File: src/rtl/tsp_pkg.sv
// Shared types for the three-wire serial register port.
// Assumes an eight-bit command with the field layout given in the brief.
package tsp_pkg;
    localparam int CMD_W  = 8;
    localparam int ADDR_W = 4;

    typedef enum logic [1:0] {
        PH_CMD   = 2'd0,
        PH_WDATA = 2'd1,
        PH_RDATA = 2'd2
    } phase_e;

    typedef struct packed {
        logic              rd;
        logic [1:0]        len_m1;
        logic              spare;
        logic [ADDR_W-1:0] addr;
    } cmd_t;
endpackage

File: src/rtl/tsp_sync.sv
// Multi-stage synchronizer for a bundle of asynchronous inputs.
// Assumes STAGES >= 2; all stages clear to zero in reset.
module tsp_sync #(
    parameter int W      = 3,
    parameter int STAGES = 2
) (
    input  logic         clk,
    input  logic         rst_n,
    input  logic [W-1:0] d,
    output logic [W-1:0] q
);
    logic [STAGES-1:0][W-1:0] pipe;

    // Shift the raw inputs through the synchronizer chain.
    always_ff @(posedge clk) begin
        if (!rst_n) pipe <= '0;
        else        pipe <= {pipe[STAGES-2:0], d};
    end

    assign q = pipe[STAGES-1];
endmodule

File: src/rtl/tsp_edge.sv
// Brings serial clock, select and data into the master domain and finds
// serial clock and select edges there. Assumes the serial clock stays at
// each level for several master cycles.
module tsp_edge #(
    parameter int SYNC_STAGES = 2
) (
    input  logic clk,
    input  logic rst_n,
    input  logic sclk,
    input  logic cs_n,
    input  logic sdio_in,
    output logic sclk_rise,
    output logic sclk_fall,
    output logic cs_hi,
    output logic cs_fall,
    output logic din
);
    logic [2:0] synced;
    logic       sclk_s;
    logic       sclk_d;
    logic       cs_d;

    tsp_sync #(.W(3), .STAGES(SYNC_STAGES)) u_sync (
        .clk   (clk),
        .rst_n (rst_n),
        .d     ({cs_n, sdio_in, sclk}),
        .q     (synced)
    );

    assign sclk_s = synced[0];
    assign din    = synced[1];
    assign cs_hi  = synced[2];

    // Keep the previous synchronized levels for edge detection.
    always_ff @(posedge clk) begin
        if (!rst_n) begin
            sclk_d <= 1'b0;
            cs_d   <= 1'b0;
        end else begin
            sclk_d <= sclk_s;
            cs_d   <= cs_hi;
        end
    end

    assign sclk_rise = sclk_s & ~sclk_d;
    assign sclk_fall = ~sclk_s & sclk_d;
    assign cs_fall   = cs_d & ~cs_hi;
endmodule

File: src/rtl/tsp_regfile.sv
// Small register bank: one synchronous write port and one combinational
// read port. All entries clear in reset.
module tsp_regfile #(
    parameter int DW = 8,
    parameter int AW = 4
) (
    input  logic          clk,
    input  logic          rst_n,
    input  logic          wr_en,
    input  logic [AW-1:0] wr_addr,
    input  logic [DW-1:0] wr_data,
    input  logic [AW-1:0] rd_addr,
    output logic [DW-1:0] rd_data
);
    localparam int DEPTH = 1 << AW;

    logic [DW-1:0] mem [DEPTH];

    // Clear the bank in reset, otherwise store on write strobes.
    always_ff @(posedge clk) begin
        if (!rst_n) begin
            for (int i = 0; i < DEPTH; i++) mem[i] <= '0;
        end else if (wr_en) begin
            mem[wr_addr] <= wr_data;
        end
    end

    assign rd_data = mem[rd_addr];
endmodule

File: src/rtl/tsp_ctrl.sv
// Transfer sequencer: decodes the command, counts bits and bytes, issues
// register writes and serializes read data. The select gates only the
// command phase. A started data phase always runs to its last byte.
module tsp_ctrl
    import tsp_pkg::*;
#(
    parameter int DW = 8
) (
    input  logic              clk,
    input  logic              rst_n,
    input  logic              sclk_rise,
    input  logic              sclk_fall,
    input  logic              cs_hi,
    input  logic              cs_fall,
    input  logic              din,
    input  logic [DW-1:0]     rd_data,
    output logic [ADDR_W-1:0] rd_addr,
    output logic              wr_en,
    output logic [ADDR_W-1:0] wr_addr,
    output logic [DW-1:0]     wr_data,
    output logic              sdio_oe,
    output logic              sdio_out
);
    localparam int SH_W  = (DW > CMD_W) ? DW : CMD_W;
    localparam int CNT_W = $clog2(SH_W);

    phase_e            phase;
    logic [CNT_W-1:0]  bitcnt;
    logic [SH_W-1:0]   shift;
    logic [1:0]        left;
    logic [ADDR_W-1:0] addr;
    logic              oe_q;
    logic              out_q;

    logic              take_fall;
    logic              last_bit;
    cmd_t              cmd_now;
    logic [CNT_W-1:0]  out_idx;

    // Qualify edges and decode the command as its last bit arrives.
    always_comb begin
        take_fall = sclk_fall && !(cs_hi && phase == PH_CMD);
        last_bit  = (phase == PH_CMD) ? (bitcnt == CNT_W'(CMD_W - 1))
                                      : (bitcnt == CNT_W'(DW - 1));
        cmd_now   = cmd_t'({shift[CMD_W-2:0], din});
        rd_addr   = (phase == PH_CMD) ? cmd_now.addr : addr;
        out_idx   = CNT_W'(DW - 1) - bitcnt;
    end

    assign wr_en    = take_fall && phase == PH_WDATA && last_bit;
    assign wr_addr  = addr;
    assign wr_data  = {shift[DW-2:0], din};
    assign sdio_oe  = oe_q;
    assign sdio_out = out_q;

    // Phase, counters, shift register and pin driver state.
    always_ff @(posedge clk) begin
        if (!rst_n) begin
            phase  <= PH_CMD;
            bitcnt <= '0;
            shift  <= '0;
            left   <= '0;
            addr   <= '0;
            oe_q   <= 1'b0;
            out_q  <= 1'b0;
        end else if (cs_fall) begin
            phase  <= PH_CMD;
            bitcnt <= '0;
            oe_q   <= 1'b0;
        end else if (take_fall) begin
            shift  <= {shift[SH_W-2:0], din};
            bitcnt <= last_bit ? '0 : bitcnt + 1'b1;
            if (last_bit) begin
                unique case (phase)
                    PH_CMD: begin
                        addr <= cmd_now.addr;
                        left <= cmd_now.len_m1;
                        if (cmd_now.rd) begin
                            phase <= PH_RDATA;
                            oe_q  <= 1'b1;
                            out_q <= rd_data[DW-1];
                        end else begin
                            phase <= PH_WDATA;
                        end
                    end
                    PH_WDATA, PH_RDATA: begin
                        if (left == 2'd0) begin
                            phase <= PH_CMD;
                            oe_q  <= 1'b0;
                        end else begin
                            left <= left - 1'b1;
                            addr <= addr + 1'b1;
                        end
                    end
                    default: phase <= PH_CMD;
                endcase
            end
        end else if (sclk_rise && phase == PH_RDATA) begin
            out_q <= rd_data[out_idx];
        end
    end
endmodule

File: src/rtl/tsp_port.sv
// Top of the three-wire serial register port. The shared data line is
// split into input, output value and enable; the pad lives outside.
module tsp_port
    import tsp_pkg::*;
#(
    parameter int DW          = 8,
    parameter int SYNC_STAGES = 2
) (
    input  logic clk,
    input  logic rst_n,
    input  logic sclk,
    input  logic cs_n,
    input  logic sdio_in,
    output logic sdio_oe,
    output logic sdio_out
);
    logic              sclk_rise;
    logic              sclk_fall;
    logic              cs_hi;
    logic              cs_fall;
    logic              din;
    logic              wr_en;
    logic [ADDR_W-1:0] wr_addr;
    logic [DW-1:0]     wr_data;
    logic [ADDR_W-1:0] rd_addr;
    logic [DW-1:0]     rd_data;

    tsp_edge #(.SYNC_STAGES(SYNC_STAGES)) u_edge (
        .clk       (clk),
        .rst_n     (rst_n),
        .sclk      (sclk),
        .cs_n      (cs_n),
        .sdio_in   (sdio_in),
        .sclk_rise (sclk_rise),
        .sclk_fall (sclk_fall),
        .cs_hi     (cs_hi),
        .cs_fall   (cs_fall),
        .din       (din)
    );

    tsp_regfile #(.DW(DW), .AW(ADDR_W)) u_regs (
        .clk     (clk),
        .rst_n   (rst_n),
        .wr_en   (wr_en),
        .wr_addr (wr_addr),
        .wr_data (wr_data),
        .rd_addr (rd_addr),
        .rd_data (rd_data)
    );

    tsp_ctrl #(.DW(DW)) u_ctrl (
        .clk       (clk),
        .rst_n     (rst_n),
        .sclk_rise (sclk_rise),
        .sclk_fall (sclk_fall),
        .cs_hi     (cs_hi),
        .cs_fall   (cs_fall),
        .din       (din),
        .rd_data   (rd_data),
        .rd_addr   (rd_addr),
        .wr_en     (wr_en),
        .wr_addr   (wr_addr),
        .wr_data   (wr_data),
        .sdio_oe   (sdio_oe),
        .sdio_out  (sdio_out)
    );
endmodule

File: config.mk
export PLATFORM = sky130hd
export DESIGN_NAME = tsp_port
export DESIGN_NICKNAME = d
export VERILOG_FILES = /design/src/rtl/tsp_pkg.sv /design/src/rtl/tsp_sync.sv /design/src/rtl/tsp_edge.sv /design/src/rtl/tsp_regfile.sv /design/src/rtl/tsp_ctrl.sv /design/src/rtl/tsp_port.sv
export SDC_FILE = /design/constraint.sdc
export NUM_CORES = 1
export LEC_CHECK = 0
export BUFFER_PORTS_ARGS = -buffer_cell sky130_fd_sc_hd__buf_2
export CAP_MARGIN = 20
export CORE_MARGIN = 2
export CORE_UTILIZATION = 50
export DETAILED_ROUTE_END_ITERATION = 6
export PLACE_DENSITY = 0.72
export SYNTH_ARGS = -nofsm -noshare
export SYNTH_HDL_FRONTEND = slang
export SYNTH_SLANG_ARGS = --single-unit
File: constraint.sdc
create_clock -name clk -period 3.3 [get_ports clk]
set_clock_uncertainty 0.1 [all_clocks]
set_input_delay 0.825 -clock clk [delete_from_list [all_inputs] [get_ports clk]]
set_output_delay 0.825 -clock clk [all_outputs]
set_load 0.01 [all_outputs]
* After elaboration in Yosys (flattened, before gate mapping)
Memory sizes are Yosys's and may differ from the RTL's.
Cells that the tools add are included.
** Storage, ports and cells
- Bits in registers :: 28
- Bits in writable memories :: 128
- Word-level logic and storage cells :: 78
- Memories :: 1
** Memory list
- u_regs.mem :: depth 16, width 8, rd ports 1, clocked after Yosys merged registers in 0, write ports 16, RTL line tsp_regfile.sv:17 : logic [DW-1:0] mem [DEPTH];
** Operators by class
- Add/sub/neg operators :: 4
- Order comparisons :: 1
- Equality and inequality tests :: 9
- Muxes and demuxes :: 26
- Bitwise gates (word level) :: 8
- Reduce and logical (&&, ||, !) cells :: 18
** Operators with widths (count)
- 5-bit AND reduction :: 3
- 1-bit 2-to-1 mux :: 13
- 4-bit 2-to-1 mux :: 3
- 8-bit 2-to-1 mux :: 1
- 2-bit one-hot mux with 2 select lines :: 2
- 4-bit one-hot mux with 2 select lines :: 1
- 8-bit OR reduction :: 1
- 2-bit 2-to-1 mux :: 3
- 2-bit by 1-bit inequality test with 1-bit output, second input constant :: 3
- 2-bit inequality test, second input constant :: 3
- 1-bit logical AND :: 5
- 1-bit NOT :: 5
- 4-bit by 1-bit adder with 4-bit output, second input constant :: 1
- 2-bit zero test :: 2
- 3-bit by 4-bit < comparator with 1-bit output, second input constant :: 1
- 2-bit nonzero test :: 2
- 2-bit OR reduction :: 2
- 3-bit by 1-bit adder with 3-bit output, second input constant :: 1
- 1-bit bitwise AND :: 3
- 1-bit binary-select mux with 3-bit select :: 1
- 3-bit equality test, second input constant :: 1
- 3-bit 2-to-1 mux :: 1
- 3-bit AND reduction :: 1
- 3-bit subtractor, first input constant :: 1
- other kinds (6) :: 6

* Logic depth before layout (Yosys ltp)
Gate-level depths: netlist of run 1.
- Depth in word-level cells :: 11
- Depth in mapped cells :: 12
- Depth with buffers taken out :: 9

* Modules after synthesis
Synthesis of run 1 repeated with hierarchy kept, for this count alone.
** Second synthesis, totals
- Cell total of the unflattened synthesis :: 536
- Area total of the unflattened synthesis :: 7374.6 sq um
** Modules (own cells, without submodules)
- tsp_regfile :: instances 1, cells an instance 375, area an instance 5933.2 sq um, sequential area each 3843.7 sq um
- tsp_ctrl :: instances 1, cells an instance 139, area an instance 1189.9 sq um, sequential area each 400.4 sq um
- tsp_sync :: instances 1, cells an instance 15, area an instance 180.2 sq um, sequential area each 120.1 sq um
- tsp_edge :: instances 1, cells an instance 7, area an instance 71.3 sq um, sequential area each 40.0 sq um

* Worst setup path after synthesis of run 1
Ideal clock, no wire load.
- Path type :: reg2reg
- Start point :: register u_ctrl.phase[0]
- End point :: memory u_regs.mem[12][0] (enable)
- Setup time :: 384 ps
- Arrival :: 2376 ps
- Required time :: 2816 ps
- Path slack :: 440 ps
- Cell stages (with the launch flop) :: 10
- Clock period less this slack :: 2860 ps
- Cells stage by stage :: dfxtp_1 > inv_1 > ha_1 > buf_6 > buf_4 > a211oi_4 > and4_1 > nand2_1 > clkbuf_1 > o21ai_0
** RTL lines
- from (decl) :: RTL line tsp_ctrl.sv:27 : phase_e phase;
- from (signal assigned) :: RTL line tsp_ctrl.sv:59 : phase <= PH_CMD;
- from (signal assigned) :: RTL line tsp_ctrl.sv:67 : phase <= PH_CMD;
- from (signal assigned) :: RTL line tsp_ctrl.sv:79 : phase <= PH_RDATA;
- to (decl) :: RTL line tsp_regfile.sv:17

* Worst setup path in the final report of run 1
- Start point :: register u_ctrl.phase[0]
- End point :: register u_ctrl.out_q, in the netlist u_ctrl.sdio_out
** Between the ends
- Word-level cells in the longest chain between the ends :: 7
- Elaborated cells between the ends (all ways) :: 20
- Classes of those cells :: 4 x eq/ne; 8 x mux; 7 x reduce/logical; 1 x memory
** Ends and longest elaborated chain
- 2-bit zero test
- 4-bit 2-to-1 mux :: RTL line tsp_ctrl.sv:46 : rd_addr = (phase == PH_CMD) ? cmd_now.addr : addr;
- memory read 16 x 8 bit
- 1-bit binary-select mux with 3-bit select / 1-bit 2-to-1 mux (equally long branches) :: RTL line tsp_ctrl.sv:99, tsp_ctrl.sv:78
- 1-bit 2-to-1 mux (on tied branches) :: RTL line tsp_ctrl.sv:99, tsp_ctrl.sv:74
- 1-bit 2-to-1 mux (on tied branches) :: RTL line tsp_ctrl.sv:98, tsp_ctrl.sv:73
- 1-bit 2-to-1 mux :: RTL line tsp_ctrl.sv:70 : end else if (take_fall) begin
- to (signal assigned) :: RTL line tsp_ctrl.sv:81 : out_q <= rd_data[DW-1];
- to (signal assigned) :: RTL line tsp_ctrl.sv:99 : out_q <= rd_data[out_idx];
- to (decl) :: RTL line tsp_ctrl.sv:33 : logic out_q;
Several ways; a longest one is shown, not always the timed one. The select of a mux whose other input is x is not followed.
A chain may end at the register's enable or synchronous reset.

==> flow_summary_export.csv, run 1 <==
group,metric,value,unit
run_status,outcome,"complete, no violations",
synth,yosysMostFrequentCell,"edfxtp_1",
synth,ys.flop_type,"edfxtp_1",
synth,ys_top_cells_by_count,"edfxtp_1 (128), and2_1 (122), nand2_1 (102)",
floorplanning,die_x,127,µm
finish,drive_gt1_share,12.5,%
global_routing,grt_util_met3,5.23,%
finish,nFillCells,1200,
global_routing,grt_max_degree,31,
timing,report.final.hold_viol_count,0,
synth,synth_top_area_share,50.8,%
critical_path,path_class,"flip-flop to flip-flop",
detailed_routing,drtIter0Drc,687,
timing,tightest_slew,0.941,ns
timing,max_freq,334,MHz
critical_path,startpoint_type,"flip-flop",
finish,areaGrowthSynthToFinish,12.1,%
power,ir_worst_vdd,0.376,mV
floorplanning,io_pins,7,
timing,setup_viol_count_final,0,
finish,nets,708,
clock_tree,root_buffer,"clkbuf_16",
global_routing,met2_usage,40.2,%
synth,synth-seq-area-share,58.2,%
synth,syn_inst,678,
synth,synth_top_cell_by_area,"edfxtp_1",
detailed_routing,routed_via_density,6.03,
floorplanning,rows,44,
clock_tree,clk_pin_slew_worst_paths,0.07,ns
detailed_routing,antenna_left,0,
floorplanning,die_area,16100,µm²
timing,period_minus_slack,3.00,ns
synth,synth.distinct_cells,53,
placed_design,hpwl,13400,µm
global_routing,antenna_found_initial,0,
global_routing,grt_pass1_wl,30300,µm
clock_tree,clkSinkCount,156,
timing,worst_hold_slack,0.335,ns
timing,slew_viol_final,0,
job,drv_cap,0,
synth,synth_area_leaders,"edfxtp_1 (51%), and2_1 (10%), dfxtp_1 (7.4%)",
detailed_routing,drc,0,
global_routing,grt_pass1_vias,5299,
power,power.leakage,0.00304,µW
global_routing,overflow,0,
placed_design,gp_congestion,0.894,
synth,async_flop_share,0,%
critical_path,worst_ep_required_time,3.50,ns
clock_tree,cts.path.max_buffers,2,
power,p_int,3360,µW
timing,rsz0062_at_grt,"false",
global_routing,top_usage_layer,"met2",
placed_design,io_buffers,6,
critical_path,worstPathMaxFanout,23,
power,clockPowerShare,44.1,%
clock_tree,postCtsSetupBuffers,0,
clock_tree,htreeDepth,4,
global_routing,use_met1,34.6,%
synth,netlist_area,7570,µm²
power,switching_share,21.9,%
detailed_routing,drt_wl_total,19700,µm
clock_tree,clk_latency,0.43,ns
floorplanning,die_h,127,µm
detailed_routing,vias,5357,
finish,antenna_cells,0,
global_routing,grt_usage,25.5,%
floorplanning,start_util,51.7,%
power,p_per_area,507,nW/µm²
timing,fin_tns_setup,0,ns
timing,finalCritPeriodShare,90.9,%
critical_path,arrival,3.20,ns
detailed_routing,drtPass1Iterations,6,
synth,syn-num-nets,694,
synth,yosys_warnings,0,
timing,slew_headroom,37.2,%
power,seqPwrFrac,52.1,%
power,combPwrFrac,3.7,%
critical_path,cp-end-kind,"flip-flop",
power,power,4300,µW
worst_hold_path,hold_class,"flip-flop to flip-flop",
synth,syn_avg_cell_area,11.2,µm²
synth,synth_seq_cells,156,
synth,synth_edf_count,128,
clock_tree,cts_tree,"done",
detailed_routing,wire_per_inst,22.1,µm
floorplanning,core,14600,µm²
clock_tree,numCtsBuffers,17,
power,p_switching,943,µW
==> path summary, 6_finish.rpt <==
path                              start                 end  slack, ns  cells after the start
setup / recovery        u_ctrl.phase[0]     u_ctrl.sdio_out       0.30                     11
hold / removal    u_edge.u_sync.pipe[1]  u_edge.u_sync.q[1]       0.33                      1
setup reg to reg        u_ctrl.phase[0]     u_ctrl.sdio_out       0.30                     11
hold reg to reg   u_edge.u_sync.pipe[1]  u_edge.u_sync.q[1]       0.33                      1
==> per-stage QoR <==
step / utilization [%] / area, µm² / instances / setup WS, ns
2_1_floorplan: - / 7570 / 678 / 0.440
3_3_place_gp: 54.0 / 7900 / 857 / 0.405
3_5_place_dp: 54.0 / 7900 / 857 / 0.222
4_1_cts: 58.0 / 8490 / 889 / 0.204
5_1_grt: 58.0 / 8490 / 889 / 0.0764
6_report: 58.0 / 8490 / 889 / 0.302
==> layer usage <==
metal	up-vias	part of all wire [%]
met5	-	0
met2	250	47
met4	0	3.0
met1	2618	43
li1	2449	-
met3	40	6.6
==> worst max-delay path, cell delays in order (launching register included) <==
cell,delay (ns)
dfxtp_1,0.34
inv_1,0.09
ha_1,0.23
buf_4,0.30
mux2_4,0.48
buf_4,0.23
nor2_2,0.26
a32oi_1,0.11
a31oi_1,0.23
o21ai_0,0.12
a32oi_1,0.25
a41oi_2,0.12
==> logic make-up after synthesis <==
| family | count (synthesis) | synth area share, % |
|---|---|---|
| compound gates | 78 | 7.17 |
| fa+ha+maj | 11 | 1.82 |
| buf+inv | 58 | 3.35 |
| mux | 38 | 6.81 |
| flops | 156 | 58.2 |
| simple gates | 337 | 22.7 |
==> placed cells by master, fill, tap and decap left out, types with 7 or more instances in the layout <==
master and instances:
buf_4 35, dfxtp_1 28, and2_1 122, nand3_1 36, nand2_1 102, a31oi_1 7
nor3_1 21, nor2_1 28, clkbuf_16 19, inv_1 10, ha_1 11, a21oi_1 14
mux2i_1 26, edfxtp_1 128, nand2b_1 7, o21ai_0 19
==> flip-flops by register name, summed over array words and instances (netlist names) <==
register and cells:
u_ctrl.shift 7, u_ctrl.sdio_out 1, u_ctrl.left 2, u_edge.u_sync.q 3
u_edge.sclk_d 1, u_ctrl.sdio_oe 1, u_edge.u_sync.pipe 3, u_ctrl.wr_addr 4
u_regs.mem 128, u_edge.cs_d 1, u_ctrl.phase 2, u_ctrl.bitcnt 3
==> power by group through the flow <==
stage          sequential [µW]  combinational (µW)  clock [µW]
3_3_place_gp              2280                 155           0
6_report                  2240                 160        1900
4_1_cts                   2240                 159        1920
5_1_grt                   2250                 173        2000
3_5_place_dp              2280                 159           0
2_1_floorplan             2260                 102           0
==> cell type report <==
class	count	area, µm²	area share, %
clock buffer	21	503	5.92
clock inverter	11	80.1	0.943
inverter	11	41.3	0.486
multi-input combinational	464	2920	34.4
sequential	156	4400	51.9
tap	184	230	2.71
timing repair buffer	42	313	3.68
==> timing repair <==
action	4_1_cts	5_1_grt
hold buffers	0	0
gates resized for setup	0	1
setup endpoints to repair	0	1
Power figures use the tool's default switching activity.
==> inputs of run 2 (changes only) <==
--- a/config.mk
+++ b/config.mk
@@ -10,7 +10,7 @@
 export CORE_MARGIN = 2
 export CORE_UTILIZATION = 50
 export DETAILED_ROUTE_END_ITERATION = 6
-export PLACE_DENSITY = 0.72
+export PLACE_DENSITY_LB_ADDON = 0.08
 export SYNTH_ARGS = -nofsm -noshare
 export SYNTH_HDL_FRONTEND = slang
 export SYNTH_SLANG_ARGS = --single-unit
==> run 2 against run 1 <==
  * Sequential cell count stayed put
  * Combinational power hardly changed
  * Clock power fell by 3%
  * First-iteration DRC count fell by 31%
  * Largest cell class unchanged
  * Core utilization barely moved
==> flow_summary_export.csv, run 2 (same netlist as run 1, synthesis figures left out) <==
group,metric,value,unit
run_status,outcome,"complete, no violations",
clock_tree,postCtsSetupBuffers,0,
power,p_int,3300,µW
critical_path,startpoint_type,"flip-flop",
critical_path,r2r_start,"u_ctrl.phase[0]",
floorplanning,start_util,51.7,%
detailed_routing,topRoutingLayerUsed,"met4",
clock_tree,clk_pin_slew_worst_paths,0.06,ns
worst_hold_path,hold_depth,1,
power,switching_share,22.1,%
worst_hold_path,hold_class,"flip-flop to flip-flop",
critical_path,worst_ep_required_time,3.50,ns
detailed_routing,routed_via_density,5.89,
clock_tree,clkSinkCount,156,
detailed_routing,met2WireLength,9020,µm
placed_design,gp_congestion,0.896,
finish,areaGrowthSynthToFinish,12.1,%
critical_path,timing.rr.end,"u_ctrl.sdio_out",
critical_path,max_stage_delay,0.46,ns
finish,largest_reg_flops,128,
clock_tree,root_buffer,"clkbuf_16",
timing,slew_headroom,33.7,%
timing,finalCritPeriodShare,91.9,%
detailed_routing,met3WireLength,1140,µm
detailed_routing,met1Wirelength,8900,µm
power,p_switching,935,µW
finish,layout_common_cells,"edfxtp_1 (128), and2_1 (122), nand2_1 (102), buf_4 (42), nand3_1 (36)",
timing,setup_viol_count_final,0,
finish,drive_gt1_share,13.1,%
timing,fin_tns_setup,0,ns
floorplanning,core,14600,µm²
floorplanning,rows,44,
detailed_routing,drtIter0Drc,475,
finish,finalInstanceArea,8490,µm²
finish,largest-register,"u_regs.mem",
placed_design,dp.cells,863,
detailed_routing,vias,5272,
critical_path,crit_family,"compound AO/OA/AOI/OAI gates",
detailed_routing,drt_wl_total,19500,µm
power,combPwrFrac,3.7,%
detailed_routing,drtPass1Iterations,5,
job,drv_cap,0,
clock_tree,cts_tree,"done",
detailed_routing,wire_per_inst,21.8,µm
critical_path,worstPathMaxFanout,25,
detailed_routing,drc,0,
floorplanning,die_area,16100,µm²
global_routing,overflow,0,
critical_path,cp_slowest_cell,"mux2_4",
finish,fin_cells,895,
clock_tree,ctsHoldBuffers,0,
timing,slew_viol_final,0,
floorplanning,die_h,127,µm
clock_tree,htreeDepth,4,
timing,rsz0062_at_grt,"false",
critical_path,cp_cell_sequence,"inv_1, ha_1, buf_4, mux2_4, mux4_2, a2111oi_1, a21oi_1, a32oi_1, a41oi_2",
timing,report.final.hold_viol_count,0,
power,ir_worst_vdd,0.347,mV
global_routing,grt_pass1_wl,30600,µm
timing,period_minus_slack,3.03,ns
power,clockPowerShare,43.3,%
detailed_routing,antenna_left,0,
critical_path,arrival,3.23,ns
finish,nets,714,
global_routing,grt_pass1_vias,5189,
floorplanning,die_x,127,µm
global_routing,grt_max_degree,31,
critical_path,reg2reg_slack,0.27,ns
power,power,4240,µW
clock_tree,clk_latency,0.43,ns
critical_path,worst-path-buf-inv,2,
timing,worst_hold_slack,0.336,ns
clock_tree,cts.path.max_buffers,2,
global_routing,antenna_found_initial,0,
worst_hold_path,min_to,"u_edge.u_sync.q[0]",
placed_design,io_buffers,6,
floorplanning,io_pins,7,
clock_tree,post_cts_resized,0,
power,seqPwrFrac,52.9,%
finish,final_common_cell,"edfxtp_1",
global_routing,grt_usage,25.8,%
power,power.leakage,0.00306,µW
critical_path,cp-end-kind,"flip-flop",
finish,antenna_cells,0,
critical_path,path_class,"flip-flop to flip-flop",
timing,tightest_slew,0.994,ns
worst_hold_path,min-delay-start,"u_edge.u_sync.pipe[0]",
placed_design,hpwl,13500,µm
critical_path,ff2ff_path_depth,9,
clock_tree,numCtsBuffers,17,
placed_design,place_area,7940,µm²
power,p_per_area,499,nW/µm²
timing,max_freq,330,MHz
[run 2: cell types whose count changed in the layout (fill, tap and decap cells not counted), sizes merged]
cell	delta
inv	+3
clkinvlp	-1
clkinv	-2
buf	+6
[run 2: worst max path at each step]
stage,from,to,slack (ns),depth (start not counted)
final,u_ctrl.phase[0],u_ctrl.sdio_out,0.27,9
after global routing,u_ctrl.phase[0],u_ctrl.sdio_out,0.06,10
after CTS,u_ctrl.phase[0],u_ctrl.sdio_out,0.31,9
after detailed placement,u_ctrl.phase[0],u_ctrl.sdio_out,0.32,9
after global placement,u_ctrl.phase[0],u_ctrl.sdio_out,0.39,9
after floorplan,u_ctrl.phase[0],u_regs.mem[12][0],0.44,9
[run 2: per-layer routing]
layer  global-route usage [%]  vias up
li1                         -     2453
met3                     4.82       34
met1                     36.9     2605
met4                     9.05        0
met2                     39.7      180
met5                        0        -
[run 2: power groups by stage]
stage               logic, µW  clock network [µW]  registers [µW]
finish                    157                1840            2240
global route              172                1930            2250
CTS                       158                1850            2240
detailed placement        157                   0            2280
global placement          156                   0            2280
floorplan                 102                   0            2260
[run 2: worst reg2reg max path: stages, from the launching register on]
cell	delay, ns
dfxtp_1	0.34
inv_1	0.09
ha_1	0.38
buf_4	0.23
mux2_4	0.46
mux4_2	0.37
a2111oi_1	0.45
a21oi_1	0.13
a32oi_1	0.23
a41oi_2	0.13
[run 2: layout make-up]
type / count / area [µm²]
Clock inverter: 11 / 81.3
Sequential cell: 156 / 4400
Tap cell: 184 / 230
Fill cell: 1246 / 6150
Clock buffer: 21 / 474
Timing Repair Buffer: 48 / 345
Inverter: 11 / 41.3
Multi-Input combinational cell: 464 / 2920
[run 2: through the flow]
| stage | util (%) | setup WS, ns |
|---|---|---|
| global route | 58.0 | 0.0561 |
| CTS | 58.0 | 0.315 |
| global placement | 54.2 | 0.393 |
| finish | 58.0 | 0.268 |
| floorplan | - | 0.440 |
| detailed placement | 54.2 | 0.324 |
==> inputs of run 3 (changes only) <==
--- a/config.mk
+++ b/config.mk
@@ -11,6 +11,7 @@
 export CORE_UTILIZATION = 50
 export DETAILED_ROUTE_END_ITERATION = 6
 export PLACE_DENSITY_LB_ADDON = 0.08
+export RECOVER_POWER = 100
 export SYNTH_ARGS = -nofsm -noshare
 export SYNTH_HDL_FRONTEND = slang
 export SYNTH_SLANG_ARGS = --single-unit
==> run 3 against run 2 <==
  * Fmax rose by 0.23%
  * Combinational power decreased by 4%
  * Critical endpoint unchanged
  * Largest power group unchanged
  * Critical path type unchanged
  * Sequential share of layout area rose by 0.70 points
  * Count of clock-buffer cells in the layout is the same
  * Critical path depth is the same
  * Total power shrank 0.19%
==> flow_summary_export.csv, run 3 (same netlist as run 1, synthesis figures left out) <==
group,metric,value,unit
finish,drive_gt1_share,9.56,%
finish,final_common_cell,"edfxtp_1",
critical_path,arrival,3.22,ns
detailed_routing,wire_per_inst,21.9,µm
finish,areaGrowthSynthToFinish,10.6,%
critical_path,worst-path-buf-inv,2,
finish,largest_reg_flops,128,
finish,nFillCells,1273,
job,drv_cap,0,
global_routing,grt_pass1_wl,30600,µm
critical_path,crit_family,"compound AO/OA/AOI/OAI gates",
power,power.leakage,0.00289,µW
power,p_per_area,505,nW/µm²
timing,finalCritPeriodShare,91.7,%
global_routing,overflow,0,
timing,worst_slack,0.275,ns
finish,layout_common_cells,"edfxtp_1 (128), nand2_1 (102), and2_0 (77), and2_1 (45), nand3_1 (36)",
clock_tree,htreeDepth,4,
clock_tree,ctsHoldBuffers,0,
global_routing,grt_max_degree,31,
critical_path,timing.rr.end,"u_ctrl.sdio_out",
placed_design,gp_congestion,0.896,
critical_path,endpoint,"u_ctrl.sdio_out",
timing,report.final.hold_viol_count,0,
finish,multi_input_area,2900,µm²
critical_path,startpoint_type,"flip-flop",
finish,finalInstanceArea,8380,µm²
floorplanning,start_util,51.7,%
timing,fin_tns_setup,0,ns
critical_path,r2r_start,"u_ctrl.phase[0]",
timing,slew_headroom,9.76,%
clock_tree,clk_pin_slew_worst_paths,0.06,ns
power,clockPowerShare,43.4,%
placed_design,place_worst_setup_slack,0.324,ns
finish,regArea,4400,µm²
timing,slew_viol_final,0,
clock_tree,cts_tree,"done",
worst_hold_path,hold_class,"flip-flop to flip-flop",
critical_path,worst_ep_required_time,3.50,ns
global_routing,antenna_found_initial,0,
worst_hold_path,hold_depth,1,
placed_design,place_area,7940,µm²
detailed_routing,drtPass1Iterations,5,
detailed_routing,vias,5275,
critical_path,crit_start,"u_ctrl.phase[0]",
detailed_routing,drc,0,
critical_path,worstPathMaxFanout,25,
detailed_routing,antenna_left,0,
critical_path,cp-end-kind,"flip-flop",
critical_path,reg2reg_slack,0.27,ns
detailed_routing,drtIter0Drc,562,
power,ir_worst_vdd,0.346,mV
finish,antenna_cells,0,
clock_tree,root_buffer,"clkbuf_16",
critical_path,max_stage_delay,0.48,ns
floorplanning,core,14600,µm²
clock_tree,post_cts_resized,0,
detailed_routing,drt_wl_total,19600,µm
floorplanning,die_x,127,µm
critical_path,cp_cell_sequence,"inv_1, ha_1, clkbuf_2, mux2_4, mux4_2, a2111oi_1, a21oi_1, a32oi_1, a41oi_2",
critical_path,cp_slowest_cell,"mux2_4",
floorplanning,io_pins,7,
timing,rsz0062_at_grt,"false",
clock_tree,numCtsBuffers,17,
power,seqPwrFrac,53.1,%
finish,nets,714,
power,p_switching,933,µW
timing,period_minus_slack,3.03,ns
placed_design,io_buffers,6,
timing,setup_viol_count_final,0,
floorplanning,rows,44,
timing,max_freq,331,MHz
global_routing,grt_usage,25.8,%
critical_path,cp.depth,9,
detailed_routing,routed_via_density,5.89,
finish,largest-register,"u_regs.mem",
power,p_int,3300,µW
clock_tree,postCtsSetupBuffers,0,
floorplanning,die_h,127,µm
clock_tree,clkSinkCount,156,
placed_design,hpwl,13500,µm
global_routing,grt_pass1_vias,5189,
power,combPwrFrac,3.5,%
timing,tightest_slew,1.35,ns
clock_tree,clk_latency,0.43,ns
floorplanning,die_area,16100,µm²
critical_path,path_class,"flip-flop to flip-flop",
run_status,outcome,"complete, no violations",
critical_path,ff2ff_path_depth,9,
power,switching_share,22.1,%
clock_tree,cts.path.max_buffers,2,
-- run 3: worst min-delay path by stage --
| stage | startpoint | endpoint | slack [ns] |
|---|---|---|---|
| finish | u_edge.u_sync.pipe[0] | u_edge.u_sync.q[0] | 0.34 |
| global route | u_edge.u_sync.pipe[1] | u_edge.u_sync.q[1] | 0.35 |
| CTS | u_edge.u_sync.pipe[0] | u_edge.u_sync.q[0] | 0.34 |
| detailed placement | u_edge.u_sync.pipe[1] | u_edge.u_sync.q[1] | 0.32 |
| global placement | u_edge.u_sync.pipe[1] | u_edge.u_sync.q[1] | 0.31 |
| floorplan | u_edge.u_sync.pipe[0] | u_edge.u_sync.q[0] | 0.31 |
-- run 3: cell type report --
cell class	instances	share of cell area, %
clock inverter	11	0.971
multi-input combinational	464	34.6
clock buffer	21	5.66
timing repair buffer	48	3.02
inverter	11	0.493
tap	184	2.75
sequential	156	52.6
-- run 3: power groups by stage --
stage	registers [µW]	clock network [µW]	logic (µW)
after floorplan	2260	0	102
final	2240	1830	150
after global placement	2280	0	156
after global routing	2250	1930	165
after CTS	2240	1850	158
after detailed placement	2280	0	157
-- run 3: per-layer routing --
metal	vias up	global-route usage [%]	wire length (µm)	share of wire (%)
met5	-	0	0	0
met4	0	9.05	473	2.4
met3	39	4.82	1260	6.4
met2	173	39.7	9020	46
met1	2606	36.9	8840	45
li1	2457	-	-	-
-- run 3: worst reg2reg max path, stage by stage, from the launching register on --
cell and delay [ns]:
dfxtp_1 0.34, inv_1 0.09, ha_1 0.33, clkbuf_2 0.26
mux2_4 0.48, mux4_2 0.37, a2111oi_1 0.46, a21oi_1 0.13
a32oi_1 0.23, a41oi_2 0.13
-- run 3: through the flow --
step / instances / power (µW) / utilization (%) / hold slack (ns)
4_1_cts: 895 / 4250 / 58.0 / 0.339
3_5_place_dp: 863 / 2440 / 54.2 / 0.325
2_1_floorplan: 678 / 2370 / - / 0.312
6_report: 895 / 4230 / 57.2 / 0.336
3_3_place_gp: 863 / 2440 / 54.2 / 0.315
5_1_grt: 895 / 4350 / 57.2 / 0.351
